===== config.mk =====
export PLATFORM = sky130hd
export DESIGN_NAME = vec_intc
export DESIGN_NICKNAME = d
export VERILOG_FILES = /design/src/rtl/vec_intc_pkg.sv /design/src/rtl/vec_intc_pending.sv /design/src/rtl/vec_intc_arbiter.sv /design/src/rtl/vec_intc_outctl.sv /design/src/rtl/vec_intc.sv
export SDC_FILE = /design/constraint.sdc
export NUM_CORES = 2
export LEC_CHECK = 0
export ABC_AREA = 1
export BUFFER_PORTS_ARGS = -buffer_cell sky130_fd_sc_hd__buf_2
export CAP_MARGIN = 20
export CORE_AREA = 4 4 250 252
export DETAILED_ROUTE_END_ITERATION = 12
export DIE_AREA = 0 0 254 256
export GPL_TIMING_DRIVEN = 1
export PLACE_DENSITY = 0.63
export SYNTH_ARGS = -nofsm -noshare
export SYNTH_HDL_FRONTEND = slang
export SYNTH_SLANG_ARGS = --single-unit
export TNS_END_PERCENT = 5

===== constraint.sdc =====
create_clock -name clk -period 54 [get_ports clk]
set_input_delay 8.1 -clock clk [delete_from_list [all_inputs] [get_ports clk]]
set_output_delay 8.1 -clock clk [all_outputs]
set_load 0.05 [all_outputs]

===== src/rtl/vec_intc_pkg.sv =====
package vec_intc_pkg;
  localparam logic [7:0] OFS_PEND    = 8'h00;
  localparam logic [7:0] OFS_MASK    = 8'h04;
  localparam logic [7:0] OFS_SRC_IRQ = 8'h10;
  localparam logic [7:0] OFS_SRC_FIQ = 8'h14;
  localparam logic [7:0] OFS_CTRL    = 8'h18;
  localparam logic [7:0] OFS_CFG0    = 8'h1C;
  localparam logic [7:0] OFS_SWSET   = 8'h9C;

  localparam int CFG_ROUTE_BIT = 0;
  localparam int CFG_SENSE_BIT = 1;
  localparam int CFG_PRIO_LSB  = 2;

  localparam int OUT_IRQ = 0;
  localparam int OUT_FIQ = 1;
  localparam int NOUT    = 2;

  // isolates the lowest set bit of a word
  function automatic logic [31:0] lowest_set(input logic [31:0] v);
    return v & (~v + 32'd1);
  endfunction

  // assembles a configuration word from its fields
  function automatic logic [31:0] cfg_word(input logic [31:0] prio,
                                           input logic sense,
                                           input logic route);
    logic [31:0] w;
    w = prio << CFG_PRIO_LSB;
    w[CFG_SENSE_BIT] = sense;
    w[CFG_ROUTE_BIT] = route;
    return w;
  endfunction
endpackage


===== src/rtl/vec_intc_pending.sv =====
module vec_intc_pending #(
  parameter int N = 32
)(
  input  logic         clk,
  input  logic         rst_n,
  input  logic [N-1:0] req_i,
  input  logic [N-1:0] level_i,
  input  logic         wr_i,
  input  logic [N-1:0] wdata_i,
  input  logic [N-1:0] sw_set_i,
  input  logic [N-1:0] ack_clr_i,
  output logic [N-1:0] pend_q,
  output logic [N-1:0] pend_d
);
  logic [N-1:0] in_q;
  logic [N-1:0] rise, fall, set_v, clr_v;

  always_comb begin
    rise  = req_i & ~in_q;
    fall  = ~req_i & in_q;
    set_v = (rise & ~level_i) | (req_i & level_i) | sw_set_i;
    clr_v = (fall & level_i) | ack_clr_i;
    if (wr_i) clr_v = clr_v | (~wdata_i & ~(level_i & req_i));
    pend_d = (pend_q & ~clr_v) | set_v;
  end

  always_ff @(posedge clk) begin
    if (!rst_n) begin
      in_q   <= '0;
      pend_q <= '0;
    end else begin
      in_q   <= req_i;
      pend_q <= pend_d;
    end
  end
endmodule


===== src/rtl/vec_intc_arbiter.sv =====
module vec_intc_arbiter #(
  parameter int N     = 32,
  parameter int PW    = 5,
  parameter int IDX_W = 5
)(
  input  logic [N-1:0]    cand_i,
  input  logic [N*PW-1:0] prio_i,
  output logic            any_o,
  output logic [IDX_W-1:0] win_o
);
  logic [PW-1:0] best;

  // scan upward; "<=" hands ties to the higher line number
  always_comb begin
    any_o = 1'b0;
    win_o = '0;
    best  = '1;
    for (int i = 0; i < N; i++) begin
      if (cand_i[i] && (prio_i[i*PW +: PW] <= best)) begin
        any_o = 1'b1;
        best  = prio_i[i*PW +: PW];
        win_o = IDX_W'(i);
      end
    end
  end
endmodule


===== src/rtl/vec_intc_outctl.sv =====
module vec_intc_outctl #(
  parameter int IDX_W = 5
)(
  input  logic             clk,
  input  logic             rst_n,
  input  logic             any_i,
  input  logic [IDX_W-1:0] win_i,
  input  logic             rearm_i,
  output logic             out_o,
  output logic             armed_o,
  output logic [IDX_W-1:0] src_o
);
  logic arm_eff;
  assign arm_eff = armed_o | rearm_i;

  always_ff @(posedge clk) begin
    if (!rst_n) begin
      out_o   <= 1'b0;
      armed_o <= 1'b1;
      src_o   <= '0;
    end else if (arm_eff && any_i) begin
      out_o   <= 1'b1;
      armed_o <= 1'b0;
      src_o   <= win_i;
    end else if (rearm_i) begin
      out_o   <= 1'b0;
      armed_o <= 1'b1;
    end
  end
endmodule


===== src/rtl/vec_intc.sv =====
module vec_intc
  import vec_intc_pkg::*;
#(
  parameter int NUM_LINES = 32,
  parameter int PRIO_W    = 5
)(
  input  logic                 clk,
  input  logic                 rst_n,
  input  logic [NUM_LINES-1:0] req_i,
  input  logic                 bus_valid_i,
  input  logic                 bus_write_i,
  input  logic [7:0]           bus_addr_i,
  input  logic [31:0]          bus_wdata_i,
  output logic [31:0]          bus_rdata_o,
  output logic                 irq_o,
  output logic                 fiq_o
);
  localparam int IDX_W = (NUM_LINES > 1) ? $clog2(NUM_LINES) : 1;

  // bus decode
  logic bus_rd, bus_wr;
  logic [5:0] cfg_word_idx;
  logic cfg_hit;
  logic [IDX_W-1:0] cfg_idx;
  logic wr_pend, wr_mask, wr_ctrl, wr_cfg, wr_swset;
  logic [NOUT-1:0] rd_src;

  assign bus_rd = bus_valid_i & ~bus_write_i;
  assign bus_wr = bus_valid_i & bus_write_i;
  assign cfg_word_idx = bus_addr_i[7:2] - OFS_CFG0[7:2];
  assign cfg_hit  = (bus_addr_i >= OFS_CFG0) && (bus_addr_i[1:0] == 2'b00)
                    && (int'(cfg_word_idx) < NUM_LINES);
  assign cfg_idx  = cfg_word_idx[IDX_W-1:0];
  assign wr_pend  = bus_wr && (bus_addr_i == OFS_PEND);
  assign wr_mask  = bus_wr && (bus_addr_i == OFS_MASK);
  assign wr_ctrl  = bus_wr && (bus_addr_i == OFS_CTRL);
  assign wr_swset = bus_wr && (bus_addr_i == OFS_SWSET);
  assign wr_cfg   = bus_wr && cfg_hit;
  assign rd_src[OUT_IRQ] = bus_rd && (bus_addr_i == OFS_SRC_IRQ);
  assign rd_src[OUT_FIQ] = bus_rd && (bus_addr_i == OFS_SRC_FIQ);

  // configuration state
  logic [NUM_LINES-1:0] mask_q, mask_d, level_q, level_d, route_q, route_d;
  logic [PRIO_W-1:0]    prio_q [NUM_LINES];
  logic [PRIO_W-1:0]    prio_d [NUM_LINES];
  logic [NUM_LINES*PRIO_W-1:0] prio_flat_d;

  always_comb begin
    mask_d  = mask_q;
    level_d = level_q;
    route_d = route_q;
    prio_d  = prio_q;
    if (wr_mask) mask_d = bus_wdata_i[NUM_LINES-1:0];
    if (wr_cfg) begin
      prio_d[cfg_idx]  = bus_wdata_i[CFG_PRIO_LSB +: PRIO_W];
      level_d[cfg_idx] = bus_wdata_i[CFG_SENSE_BIT];
      route_d[cfg_idx] = bus_wdata_i[CFG_ROUTE_BIT];
    end
    for (int i = 0; i < NUM_LINES; i++) prio_flat_d[i*PRIO_W +: PRIO_W] = prio_d[i];
  end

  always_ff @(posedge clk) begin
    if (!rst_n) begin
      mask_q  <= '1;
      level_q <= '0;
      route_q <= '0;
      for (int i = 0; i < NUM_LINES; i++) prio_q[i] <= '0;
    end else begin
      mask_q  <= mask_d;
      level_q <= level_d;
      route_q <= route_d;
      prio_q  <= prio_d;
    end
  end

  // per-output handshake state
  logic [NOUT-1:0]  out_q, armed_q, rearm;
  logic [IDX_W-1:0] src_q [NOUT];
  assign rearm = wr_ctrl ? bus_wdata_i[NOUT-1:0] : '0;

  // acknowledge and software set
  logic [NUM_LINES-1:0] ack_vec, ack_clr, sw_set, pend_q, pend_d;
  logic [31:0] sw_low;
  assign sw_low = lowest_set(bus_wdata_i);
  assign sw_set = wr_swset ? sw_low[NUM_LINES-1:0] : '0;

  always_comb begin
    ack_vec = '0;
    for (int k = 0; k < NOUT; k++)
      if (rd_src[k]) ack_vec = ack_vec | (NUM_LINES'(1) << src_q[k]);
    ack_clr = ack_vec & ~level_q;
  end

  vec_intc_pending #(.N(NUM_LINES)) u_pend (
    .clk       (clk),
    .rst_n     (rst_n),
    .req_i     (req_i),
    .level_i   (level_q),
    .wr_i      (wr_pend),
    .wdata_i   (bus_wdata_i[NUM_LINES-1:0]),
    .sw_set_i  (sw_set),
    .ack_clr_i (ack_clr),
    .pend_q    (pend_q),
    .pend_d    (pend_d)
  );

  for (genvar k = 0; k < NOUT; k++) begin : g_out
    logic [NUM_LINES-1:0] cand;
    logic                 any;
    logic [IDX_W-1:0]     win;
    assign cand = pend_d & ~mask_d & ((k == OUT_FIQ) ? route_d : ~route_d);

    vec_intc_arbiter #(.N(NUM_LINES), .PW(PRIO_W), .IDX_W(IDX_W)) u_arb (
      .cand_i (cand),
      .prio_i (prio_flat_d),
      .any_o  (any),
      .win_o  (win)
    );

    vec_intc_outctl #(.IDX_W(IDX_W)) u_ctl (
      .clk     (clk),
      .rst_n   (rst_n),
      .any_i   (any),
      .win_i   (win),
      .rearm_i (rearm[k]),
      .out_o   (out_q[k]),
      .armed_o (armed_q[k]),
      .src_o   (src_q[k])
    );
  end

  assign irq_o = out_q[OUT_IRQ];
  assign fiq_o = out_q[OUT_FIQ];

  // named events for the checker
  logic irq_armed, fiq_armed, rearm_irq, rearm_fiq;
  assign irq_armed = armed_q[OUT_IRQ];
  assign fiq_armed = armed_q[OUT_FIQ];
  assign rearm_irq = rearm[OUT_IRQ];
  assign rearm_fiq = rearm[OUT_FIQ];

  // read mux
  always_comb begin
    bus_rdata_o = '0;
    if (bus_rd) begin
      if (cfg_hit) begin
        bus_rdata_o = cfg_word(32'(prio_q[cfg_idx]), level_q[cfg_idx], route_q[cfg_idx]);
      end else begin
        case (bus_addr_i)
          OFS_PEND:    bus_rdata_o = 32'(pend_q);
          OFS_MASK:    bus_rdata_o = 32'(mask_q);
          OFS_SRC_IRQ: bus_rdata_o = 32'(src_q[OUT_IRQ]);
          OFS_SRC_FIQ: bus_rdata_o = 32'(src_q[OUT_FIQ]);
          default:     bus_rdata_o = '0;
        endcase
      end
    end
  end
endmodule


==> qor.txt <==
die height -> 256 microns
Worst Path Arrival -> 49400 ps
site row count -> 90
Fin. Hold Viols -> 0
Avg Cell Area, Syn -> 6.22 sq um
Total Wirelength -> 109000 microns
setup tns final -> 0 ps
worst vdd ir -> 21.3 uV
Finished Layout Cells -> 5552
P&R area growth vs syn -> 8.54%
clk_lat worst skew -> 580 ps
fin crit share -> 0.906
share of the synthesized area in the top cell type -> 0.228
H-tree depth -> 2
CP required -> 54460 ps
pwr/cell area -> 18.4 nW/um^2
reg-to-reg setup timing slack -> 12440 ps
Synthesis Warnings -> 0
first-pass GRT wire length -> 167000 microns
status -> finished, final reports clean
GP Congestion -> 1.02
Die Wd -> 254 microns
CP Capture Type -> flip-flop
cts bufs inserted -> 39
Top cell by count, worst path -> nand2_1
WHS -> 480 ps
root buffer cell -> clkbuf_16
vias per cell -> 5.71
Final Setup Violations -> 0
syn nets -> 5044
WL/cell -> 19.6 microns
Setup CP Type -> input pin to flip-flop
port bufs -> 109
initial core utilization -> 0.487
I/O pin cnt -> 110
min Tclk post-route -> 48940 ps
Slowest-stage cell, CP -> ha_1
Hold Path Cell Cnt -> 2
layout cell share with drive strength beyond 1 -> 0.109
Detailed Place HPWL -> 84700 microns
largest net degree at the start of global routing -> 94
Lkg Pwr -> 18.0 nW
Synth area leaders -> dfxtp_1, nand2_1, ha_1, o21ai_0, inv_1
gr usage total -> 0.322
initial antenna violation count -> 1
Most used DFF post-synth -> dfxtp_1
pre-CTS WS -> 1100 ps
Clk pin slew, worst setup/hold paths -> 60 ps
post-route ant nets -> 0
fin worst setup slack -> 5060 ps
HP Class -> flip-flop to flip-flop
post-synthesis instance area -> 29300 sq um
dominant cell type by area after synthesis -> dfxtp_1
dpl cells -> 5477
Yosys reg bits -> 334
Setup crit start kind -> input pin
f_max -> 0.0204 GHz
slew margin rel. -> 0.287
Unique masters post-synth -> 61
Async SR Flop Fraction -> 0
# DRC -> 0
initial drt markers -> 3019
worst-path maximum fanout -> 33
CTS max path bufs -> 3
EDFF count, synth -> 0
Total Nets Final -> 5075
number of global-route vias before repair -> 29000
vias -> 31700
skew final -> 21.4 ps
Post-CTS Hold Buffers -> 0
Pre-antenna DRT Iters -> 6
CTS tree -> done
number of diodes -> 0
Pins Over Slew Limit -> 0
RSZ-0062 raised after global routing -> false
Seq/Total Area, Yosys -> 0.228
max cap viols -> 0
max incr delay on CP -> 330 ps
Overflow after GRT -> 0
clock tree sinks -> 334
DIE AREA -> 65000 sq um
Placeable Area -> 60100 sq um
Mapped Cells -> 4710
worst r2r path cells -> 337
Slew @ Worst Pin -> 1060 ps
-- cells by family after synthesis --
| group | after synthesis | share of synthesized area |
|---|---|---|
| AND/OR/NAND/NOR | 2252 | 0.337 |
| AO/OA/AOI/OAI | 1035 | 0.198 |
| buffers and inverters | 808 | 0.118 |
| flip-flops | 334 | 0.228 |
| adder cells (fa/ha/maj) | 258 | 0.110 |
| multiplexers | 23 | 0.00786 |
-- critical path, delay by kind of cell --
family / cells / cell delay, ps
AND/OR/NAND/NOR: 181 / 17310
adder cells (fa/ha/maj): 32 / 9750
AO/OA/AOI/OAI: 74 / 11180
buffers and inverters: 49 / 2830
-- cell usage after synthesis, types with 34 or more instances --
cell,count
nand2_2,69
o21ai_0,499
o21ai_1,53
clkbuf_1,124
a21oi_1,252
a221oi_1,34
inv_1,587
nor2_1,410
or2_2,97
nand4_1,155
ha_1,258
nand2_1,1169
nand3_1,254
o22ai_1,45
a22oi_1,39
dfxtp_1,334
-- final cells by class --
class,count,area [sq um]
Multi-Input combinational cell,3568,19400
Clock inverter,17,164
Sequential cell,334,6690
Clock buffer,53,1140
Timing Repair Buffer,181,1100
Inverter,617,2360
Fill cell,6352,28300
Tap cell,782,978
-- through the flow --
stage | utilization | power (mW) | area [sq um]
finish | 0.529 | 0.584 | 31800
global route | 0.529 | 0.600 | 31800
CTS | 0.524 | 0.583 | 31500
detailed placement | 0.503 | 0.314 | 30200
global placement | 0.503 | 0.313 | 30200
floorplan | - | 0.292 | 29300
-- placed cells by master (no fill, tap or decap), types with 39 or more instances in the layout --
master | netlist | routed
nand4_1 | 155 | 155
nand3_1 | 254 | 254
buf_2 | 11 | 108
inv_1 | 587 | 585
or2_2 | 97 | 97
ha_1 | 258 | 257
nor2_1 | 410 | 409
a21oi_1 | 252 | 252
o22ai_1 | 45 | 45
a22oi_1 | 39 | 39
o21ai_0 | 499 | 370
o21ai_1 | 53 | 160
dfxtp_1 | 334 | 334
nand2_2 | 69 | 77
nand2_1 | 1169 | 1150
buf_4 | 1 | 71
clkbuf_16 | 0 | 40
-- power breakdown --
| group | switching (mW) | total, mW | internal, mW |
|---|---|---|---|
| logic | 0.0429 | 0.0585 | 0.0156 |
| registers | 0.00204 | 0.252 | 0.250 |
| clock network | 0.115 | 0.274 | 0.158 |
-- timing repair --
item                       4_1_cts  5_1_grt
setup buffers                    0        4
resized for setup                0      188
setup endpoints to repair        0       14
-- sequential cells by signal, summed over array words and instances (netlist names) --
signal,flops
g_out.u_ctl.src_o,10
g_out.u_ctl.out_o,2
mask_q,32
u_pend.in_q,32
prio_q,160
u_pend.pend_q,32
g_out.u_ctl.armed_o,2
route_q,32
level_q,32
-- path summary, 6_finish.rpt --
check	start	end
setup / recovery	bus_addr_i[2]	g_out[1].u_ctl.src_o[0]
hold / removal	mask_q[12]	mask_q[12]
setup reg to reg	g_out[1].u_ctl.src_o[2]	g_out[1].u_ctl.src_o[0]
hold reg to reg	mask_q[12]	mask_q[12]
-- layer usage --
metal | share of wire | vias up | track usage
met5 | 0.00012 | - | 0
met4 | 0.050 | 2 | 0.133
met3 | 0.079 | 260 | 0.0508
met2 | 0.45 | 1217 | 0.520
met1 | 0.42 | 14400 | 0.426
li1 | - | 15800 | -
No activity file was read; power rests on OpenSTA's default activity.
